$ cat config.mk
export PLATFORM = sky130hd
export DESIGN_NAME = spi_frame_hold_master
export DESIGN_NICKNAME = d
export VERILOG_FILES = /design/src/rtl/spi_fh_pkg.sv /design/src/rtl/spi_fh_fifo.sv /design/src/rtl/spi_fh_ctrl.sv /design/src/rtl/spi_fh_datapath.sv /design/src/rtl/spi_frame_hold_master.sv
export SDC_FILE = /design/constraint.sdc
export NUM_CORES = 1
export LEC_CHECK = 0
export ABC_AREA = 1
export BUFFER_PORTS_ARGS = -buffer_cell sky130_fd_sc_hd__buf_2
export CORE_ASPECT_RATIO = 1.25
export CORE_MARGIN = 10
export CORE_UTILIZATION = 63
export CTS_CLUSTER_DIAMETER = 40
export DETAILED_ROUTE_END_ITERATION = 8
export GPL_ROUTABILITY_DRIVEN = 0
export PLACE_DENSITY = 0.9
export SETUP_SLACK_MARGIN = 0.5
export SLEW_MARGIN = 20
export SYNTH_ARGS = -nofsm -noshare
export SYNTH_HDL_FRONTEND = slang
export SYNTH_SLANG_ARGS = --single-unit
$ cat constraint.sdc
create_clock -name clk -period 4 [get_ports clk]
set_input_delay 0.2 -clock clk [delete_from_list [all_inputs] [get_ports clk]]
set_output_delay 0.2 -clock clk [all_outputs]
set_load 0.005 [all_outputs]
$ cat src/rtl/spi_fh_pkg.sv
package spi_fh_pkg;
  // strobes from the sequencer to the shift datapath
  typedef struct packed {
    logic pop;     // take the head word of the write queue
    logic load;    // load that word into the transmit shifter
    logic sample;  // capture miso (rising edge)
    logic shift;   // advance the transmit shifter (falling edge)
    logic push;    // frame complete, hand it to the receive queue
  } strobesT;
endpackage

$ cat src/rtl/spi_fh_fifo.sv
module spi_fh_fifo #(
  parameter int W     = 8,
  parameter int DEPTH = 4
) (
  input  logic         clk,
  input  logic         rstN,
  input  logic         push,
  input  logic [W-1:0] wData,
  input  logic         pop,
  output logic [W-1:0] rData,
  output logic         empty,
  output logic         full
);
  localparam int AW = $clog2(DEPTH);

  logic [W-1:0] mem [DEPTH];
  logic [AW:0]  wrPtr, rdPtr;

  always_ff @(posedge clk) begin
    if (!rstN) begin
      wrPtr <= '0;
      rdPtr <= '0;
    end else begin
      if (push && !full) wrPtr <= wrPtr + 1'b1;
      if (pop && !empty) rdPtr <= rdPtr + 1'b1;
    end
  end

  always_ff @(posedge clk) begin
    if (push && !full) mem[wrPtr[AW-1:0]] <= wData;
  end

  assign rData = mem[rdPtr[AW-1:0]];
  assign empty = (wrPtr == rdPtr);
  assign full  = (wrPtr[AW] != rdPtr[AW]) && (wrPtr[AW-1:0] == rdPtr[AW-1:0]);


  no_overflow_chk: assert property (@(posedge clk) disable iff (!rstN)
    (push && full) |=> (wrPtr == $past(wrPtr)));
endmodule

$ cat src/rtl/spi_fh_ctrl.sv
module spi_fh_ctrl
  import spi_fh_pkg::*;
#(
  parameter int FRAME_W  = 4,
  parameter int DIV_HALF = 2,
  parameter bit CPOL     = 1'b0
) (
  input  logic    clk,
  input  logic    rstN,
  input  logic    txEmpty,
  input  logic    endFlag,
  output strobesT strb,
  output logic    csN,
  output logic    sclk,
  output logic    busy
);
  localparam int DW = $clog2(DIV_HALF + 1);
  localparam int BW = (FRAME_W > 1) ? $clog2(FRAME_W) : 1;
  localparam logic [DW-1:0] HALF_LAST = DW'(DIV_HALF - 1);
  localparam logic [BW-1:0] BIT_LAST  = BW'(FRAME_W - 1);

  typedef enum logic [2:0] {ST_IDLE, ST_LOAD, ST_LOW, ST_HIGH, ST_HOLD} stateT;

  stateT         state, stateNext;
  logic [DW-1:0] divCnt;
  logic [BW-1:0] bitCnt;
  logic          halfDone, lastBit;

  assign halfDone = (divCnt == HALF_LAST);
  assign lastBit  = (bitCnt == BIT_LAST);

  always_comb begin
    stateNext = state;
    strb      = '0;
    case (state)
      ST_IDLE: if (!txEmpty) stateNext = ST_LOAD;
      ST_LOAD: if (halfDone && !txEmpty) begin
        strb.pop  = 1'b1;
        strb.load = 1'b1;
        stateNext = ST_LOW;
      end
      ST_LOW: if (halfDone) begin
        strb.sample = 1'b1;
        stateNext   = ST_HIGH;
      end
      ST_HIGH: if (halfDone) begin
        if (!lastBit) begin
          strb.shift = 1'b1;
          stateNext  = ST_LOW;
        end else begin
          strb.push = 1'b1;
          if (endFlag) stateNext = ST_HOLD;
          else if (!txEmpty) begin
            strb.pop  = 1'b1;
            strb.load = 1'b1;
            stateNext = ST_LOW;
          end else stateNext = ST_LOAD;
        end
      end
      ST_HOLD: if (halfDone) stateNext = ST_IDLE;
      default: stateNext = ST_IDLE;
    endcase
  end

  always_ff @(posedge clk) begin
    if (!rstN) begin
      state  <= ST_IDLE;
      divCnt <= '0;
      bitCnt <= '0;
    end else begin
      state <= stateNext;
      if (stateNext != state) divCnt <= '0;
      else if (!halfDone)     divCnt <= divCnt + 1'b1;
      if (strb.load)       bitCnt <= '0;
      else if (strb.shift) bitCnt <= bitCnt + 1'b1;
    end
  end

  assign csN  = (state == ST_IDLE);
  assign busy = (state != ST_IDLE);
  assign sclk = (state == ST_HIGH) ? 1'b1 : (state == ST_LOW) ? 1'b0 : CPOL;


  hold_needs_end_chk: assert property (@(posedge clk) disable iff (!rstN)
    (state == ST_HOLD) |-> endFlag);

  release_after_hold_chk: assert property (@(posedge clk) disable iff (!rstN)
    $rose(csN) |-> ($past(state) == ST_HOLD));
endmodule

$ cat src/rtl/spi_fh_datapath.sv
module spi_fh_datapath
  import spi_fh_pkg::*;
#(
  parameter int FRAME_W = 4,
  parameter int RX_W    = 16
) (
  input  logic               clk,
  input  logic               rstN,
  input  strobesT            strb,
  input  logic [FRAME_W-1:0] txWord,
  input  logic               txWordEnd,
  input  logic               miso,
  output logic               mosi,
  output logic               endFlag,
  output logic [RX_W-1:0]    rxWord
);
  logic [FRAME_W-1:0] txShift, rxShift;

  always_ff @(posedge clk) begin
    if (!rstN) begin
      txShift <= '0;
      rxShift <= '0;
      endFlag <= 1'b0;
    end else begin
      if (strb.load) begin
        txShift <= txWord;
        endFlag <= txWordEnd;
      end else if (strb.shift) begin
        txShift <= txShift << 1;
      end
      if (strb.sample) rxShift <= {rxShift[FRAME_W-2:0], miso};
    end
  end

  assign mosi   = txShift[FRAME_W-1];
  assign rxWord = {{(RX_W-FRAME_W){1'b0}}, rxShift};


  strobe_excl_chk: assert property (@(posedge clk) disable iff (!rstN)
    !(strb.load && strb.shift));
endmodule

$ cat src/rtl/spi_frame_hold_master.sv
module spi_frame_hold_master
  import spi_fh_pkg::*;
#(
  parameter int FRAME_W  = 4,
  parameter int DIV_HALF = 2,
  parameter bit CPOL     = 1'b0,
  parameter int TX_DEPTH = 4,
  parameter int RX_DEPTH = 8
) (
  input  logic               clk,
  input  logic               rstN,
  input  logic               txValid,
  input  logic [FRAME_W-1:0] txData,
  input  logic               txEnd,
  output logic               txReady,
  output logic               rxValid,
  output logic [15:0]        rxData,
  input  logic               rxPop,
  output logic               rxOverrun,
  output logic               busy,
  output logic               csN,
  output logic               sclk,
  output logic               mosi,
  input  logic               miso
);
  localparam int RX_W = 16;

  strobesT            strb;
  logic [FRAME_W:0]   txHead;
  logic               txEmpty, txFull, rxEmpty, rxFull, endFlag;
  logic [RX_W-1:0]    rxWord;

  spi_fh_fifo #(.W(FRAME_W + 1), .DEPTH(TX_DEPTH)) txQ (
    .clk(clk), .rstN(rstN), .push(txValid), .wData({txEnd, txData}),
    .pop(strb.pop), .rData(txHead), .empty(txEmpty), .full(txFull));

  spi_fh_ctrl #(.FRAME_W(FRAME_W), .DIV_HALF(DIV_HALF), .CPOL(CPOL)) ctrl (
    .clk(clk), .rstN(rstN), .txEmpty(txEmpty), .endFlag(endFlag),
    .strb(strb), .csN(csN), .sclk(sclk), .busy(busy));

  spi_fh_datapath #(.FRAME_W(FRAME_W), .RX_W(RX_W)) dp (
    .clk(clk), .rstN(rstN), .strb(strb), .txWord(txHead[FRAME_W-1:0]),
    .txWordEnd(txHead[FRAME_W]), .miso(miso), .mosi(mosi),
    .endFlag(endFlag), .rxWord(rxWord));

  spi_fh_fifo #(.W(RX_W), .DEPTH(RX_DEPTH)) rxQ (
    .clk(clk), .rstN(rstN), .push(strb.push), .wData(rxWord),
    .pop(rxPop), .rData(rxData), .empty(rxEmpty), .full(rxFull));

  always_ff @(posedge clk) begin
    if (!rstN)                     rxOverrun <= 1'b0;
    else if (strb.push && rxFull)  rxOverrun <= 1'b1;
  end

  assign txReady = !txFull;
  assign rxValid = !rxEmpty;


  overrun_sticky_chk: assert property (@(posedge clk) disable iff (!rstN)
    rxOverrun |=> rxOverrun);

  overrun_cause_chk: assert property (@(posedge clk) disable iff (!rstN)
    $rose(rxOverrun) |-> $past(rxFull));

  busy_clock_chk: assert property (@(posedge clk) disable iff (!rstN)
    !$stable(sclk) |-> busy);
endmodule

; ---- Yosys cells after proc, flatten, opt, wreduce, memory -nomap -nowiden
; Memory sizes are Yosys's and may differ from the RTL's. A register that Yosys moved wholly into a read port is not among the register bits.
; Index checks and enable logic that the tools add are counted.
[totals]
inputBits = 10
ramBits = 52
memories = 2
register_bits = 31
elab_cells = 82
[memory_table]
columns = name, words, word_bits, rd, rd_ports_with_merged_regs, write_ports, line_no
row1 = rxQ.mem, 8, 4, 1, 1, 1, spi_fh_fifo.sv:16  ; logic [W-1:0] mem [DEPTH];
row2 = txQ.mem, 4, 5, 1, 1, 1, spi_fh_fifo.sv:16
[op_classes]
add_sub_neg = 6
mux = 32
eq_ne = 13
reduce_logical = 17
n_bitwise = 1
[op_table]
columns = operator, n
row1 = $mux W3, 9
row2 = $mux W2, 10
row3 = $pmux W3 S5, 1
row4 = $mux W1, 9
row5 = $add A4 B1 Y4 const B, 2
row6 = $logic_and A1 B1 Y1, 8
row7 = $mux W4, 2
row8 = $add A3 B1 Y3 const B, 2
row9 = $eq A3 B2 Y1 const B, 2
row10 = $eq A3 B3 Y1, 2
row11 = $add A2 B1 Y2 const B, 2
row12 = $eq A4 B4 Y1, 1
row13 = $logic_not A1 Y1, 4
row14 = $pmux W2 S2, 1
row15 = $reduce_or A2 Y1, 2
row16 = $eq A3 B1 Y1 const B, 1
row17 = $eq A3 B3 Y1 const B, 1
row18 = $logic_not A3 Y1, 1
row19 = $ne A3 B3 Y1, 1
row20 = $reduce_bool A3 Y1, 1
row21 = $eq A2 B1 Y1 const B, 1
row22 = $eq A2 B2 Y1, 1
row23 = $eq A2 B2 Y1 const B, 1
row24 = $ne A1 B1 Y1, 2
row25 = other kinds (2), 2

; ---- Longest topological paths before layout
[logic_depth]
ltp_word = 9
mapped_depth = 11
ltp_nobuf = 11

; ---- Cells and area by module
; From an unflattened synthesis, not the netlist that was laid out.
[hier_totals]
cells_unflattened = 770
hier_area_um2 = 7921.3
[modules_own_cells]
columns = mod, instances, cells_per_inst, area_per_inst_um2
row1 = spi_fh_fifo (rxQ), 1, 496, 5656.7
row2 = spi_fh_fifo (txQ), 1, 123, 1234.9
row3 = spi_fh_ctrl, 1, 83, 541.8
row4 = spi_fh_datapath, 1, 61, 440.4
row5 = spi_frame_hold_master, 1, 7, 47.5

; ---- Worst setup path after synthesis
; No wires, ideal clock.
[synth_path]
path_kind = register to register
startpoint = register ctrl.divCnt[0]
endpoint = memory rxQ.mem[4][0] (netlist name) (enable)
path_slack_ps = 2275
required_time_ps = 3671
setup_ps = 329
stages_incl_launch_ff = 8
arrival_ps = 1395
cell_sequence = dfxtp_1 -> ha_1 -> nand2_1 -> nor2_4 -> nand2_1 -> inv_1 -> nand2_1 -> nor2_1
[synth_between]
elab_chain_len = 6
[synth_lines]
columns = element, line_no
row1 = start: declaration, spi_fh_ctrl.sv:25  ; logic [DW-1:0] divCnt;
row2 = start signal: assignment, spi_fh_ctrl.sv:73  ; else if (!halfDone) divCnt <= divCnt + 1'b1;
row3 = $eq A2 B1 Y1, spi_fh_ctrl.sv:29  ; assign halfDone = (divCnt == HALF_LAST);
row4 = $mux W2, spi_fh_ctrl.sv:46  ; ST_HIGH: if (halfDone) begin
row5 = $mux W2, spi_fh_ctrl.sv:35  ; case (state)
row6 = $logic_and A1 B1 Y1, spi_fh_fifo.sv:30  ; if (push && !full) mem[wrPtr[AW-1:0]] <= wData;
row7 = $mux W1, spi_fh_fifo.sv:30
row8 = $mux W1 (not written as such), spi_fh_fifo.sv:30
row9 = end: declaration, spi_fh_fifo.sv:16
; Every way passes these cells.

==> results_dict.tcl <==
set metrics [dict create \
    syn_avg_cell_area_um2 9.66 \
    synthDistinctLibCells 33 \
    slowest_delay_ns 0.63 \
    finalClockSkew_ns 0.00450 \
    antenna_found_initial 0 \
    rsz0062_at_grt "false" \
    ctsResizeCount 0 \
    vdd_ir_drop_max_v 0.000325 \
    pre_cts_slack_ns 2.03 \
    gr-total-overflow 0 \
    dieArea_um2 9650 \
    final.setup.tns_ns 0 \
    ctsHtreeMaxLevel 3 \
    cts_root_buf "clkbuf_8" \
    nets 439 \
    cts.sinks 88 \
    hpwl_um 5360 \
    grt_pass1_vias 2727 \
    p_leak_nw 1.60 \
    yosysWarnings 0 \
    vias 2660 \
    worstSetupPathType "flop to primary output" \
    via_per_inst 5.25 \
    cp_data_required_time_ns 3.80 \
    powerDensity_nw_per_um2 453 \
    synth_common_cells "nand2_1, nor2_1, edfxtp_1" \
    drtPass1Iterations 4 \
    crit_path_top_delay_cell "dfxtp_1" \
    yosysMostFrequentCell "nand2_1" \
    diodes 0 \
    synth_area_um2 3850 \
    ys.flop_type "edfxtp_1" \
    wirelength_um 7140 \
    grt_pass1_wl_um 12100 \
    drv_slew 0 \
    synth-edff-count 52 \
    grt_max_degree 18 \
    yosysSeqAreaShare 0.593 \
    postSynth.asyncResetShare 0 \
    start_util 0.657 \
    fin_crit_ns 2.17 \
    cts_tree "done" \
    cts_post_setup_buffers_inserted 0 \
    slew_headroom 0.654 \
    drv_cap 0 \
    tightest_slew_ns 0.516 \
    drc 0 \
    synth.area.top_cells "edfxtp_1, dfxtp_1, nand2_1" \
    grtUsageTotal 0.153 \
    status "finished clean" \
    ys_ff_latch 88 \
    final_antenna_net_count 0 \
    finalCritPeriodShare 0.542 \
    cp_max_fo 17 \
    clk_pin_slew_ns 0.08 \
    hold_buffers 0 \
    final_hold_viol_count 0 \
    worstPathArrival_ns 1.97 \
    cts_buffers 9 \
    netlist.area_leader.share 0.406 \
    yosysTopAreaCell "edfxtp_1" \
    fp.dieW_um 89.9 \
    die_h_um 107 \
    rows 31 \
    fmax_mhz 461 \
    cts_buffer_depth 2 \
    area_growth_syn_to_layout_pct 8.04 \
    core_um2 5860 \
    post_drt_wl_per_cell_um 14.1 \
    layout-drive-gt1-share 0.108 \
    portBuffers 20 \
    fin_ws_ns 1.83 \
    setup_viol 0 \
    num_io_pins 33 \
    drt_iter0_markers 125 \
    synthCells 398 \
    hold_path.class "input pin to flop" \
    dp.cells 491 \
    start_kind "flop" \
    setup.worst_path.end_class "primary output" \
    instances_no_fill 507 \
    worstPathCellList "inv_1 -> o21ai_0 -> o22ai_1 -> nor2_1 -> a31oi_1 -> buf_2" \
    insertion_delay_ns 0.36 \
]
cells by family after synthesis:
kind of cell | share of synthesized area
compound gates | 0.113
xor+xnor | 0.0159
fa+ha+maj | 0.0293
buf+inv | 0.0748
flops | 0.593
other cells | 0.000975
simple gates | 0.173
cell type report:
| class | instances | area, µm² |
|---|---|---|
| repair buffers | 20 | 100 |
| inverters | 42 | 158 |
| fillers | 433 | 1700 |
| multi-input cells | 259 | 1320 |
| clock buffers | 10 | 128 |
| flip-flops and latches | 88 | 2280 |
| clock inverters | 6 | 67.6 |
| well taps | 82 | 103 |
power by group:
group	total, mW	switching [mW]	internal (mW)
Combinational	0.253	0.161	0.0920
Sequential	1.03	0.0385	0.990
Clock	0.599	0.308	0.292
stage by stage:
stage,utilization,instance area (µm²),power (mW),hold slack (ns)
detailed placement,0.676,3960,1.30,0.416
floorplan,-,3890,1.24,0.299
finish,0.709,4160,1.88,0.0528
global route,0.709,4160,1.97,0.0517
CTS,0.709,4160,1.89,0.0473
global placement,0.676,3960,1.29,0.409
critical path: cells and delay by family (launching register included):
family,cells,cell delay (ns)
compound gates,3,0.42
flops,1,0.63
simple gates,1,0.11
buf+inv,2,0.46
final timing paths:
path | from | slack (ns) | cells after the start | to
setup reg to reg | ctrl.divCnt[0] | 2.02 | 7 | rxQ.mem[0][2]
setup / recovery | flop | 1.83 | 6 | rxData[3]
hold reg to reg | dp.endFlag | 0.46 | 2 | ctrl.state[2]
hold / removal | txData[3] | 0.05 | 1 | txQ.mem[2][3]
state kept, by name, summed over array words and instances, names as in the netlist, 3 cells and up, named ones only:
signal,cells
txQ.mem,20
dp.txShift,4
rxQ.rdPtr,4
rxQ.wrPtr,4
txQ.rdPtr,3
txQ.wrPtr,3
dp.rxShift,4
ctrl.state,3
rxQ.mem,32
routing by layer:
metal / vias to the layer above / part of all wire / global-route usage
met4: 0 / 0.025 / 0.0866
met3: 18 / 0.032 / 0.0342
met5: - / 0 / 0
met2: 40 / 0.57 / 0.303
li1: 1367 / - / -
met1: 1235 / 0.37 / 0.141
layout by cell type (no fill, tap or decap), drive strengths merged:
cell type / n
ha: 9
nand4: 2
clkinvlp: 2
dfxtp: 36
nand3: 14
nor3b: 1
clkbuf: 10
clkinv: 2
xnor2: 2
o21a: 1
bufinv: 1
a31oi: 8
buf: 20
a21oi: 22
inv: 43
and3: 1
a21boi: 1
nor2: 61
nor3: 7
o21ai: 39
a211oi: 1
o22ai: 9
xor2: 5
edfxtp: 52
nand2: 64
conb: 12
(Power assumes the default switching activity.)
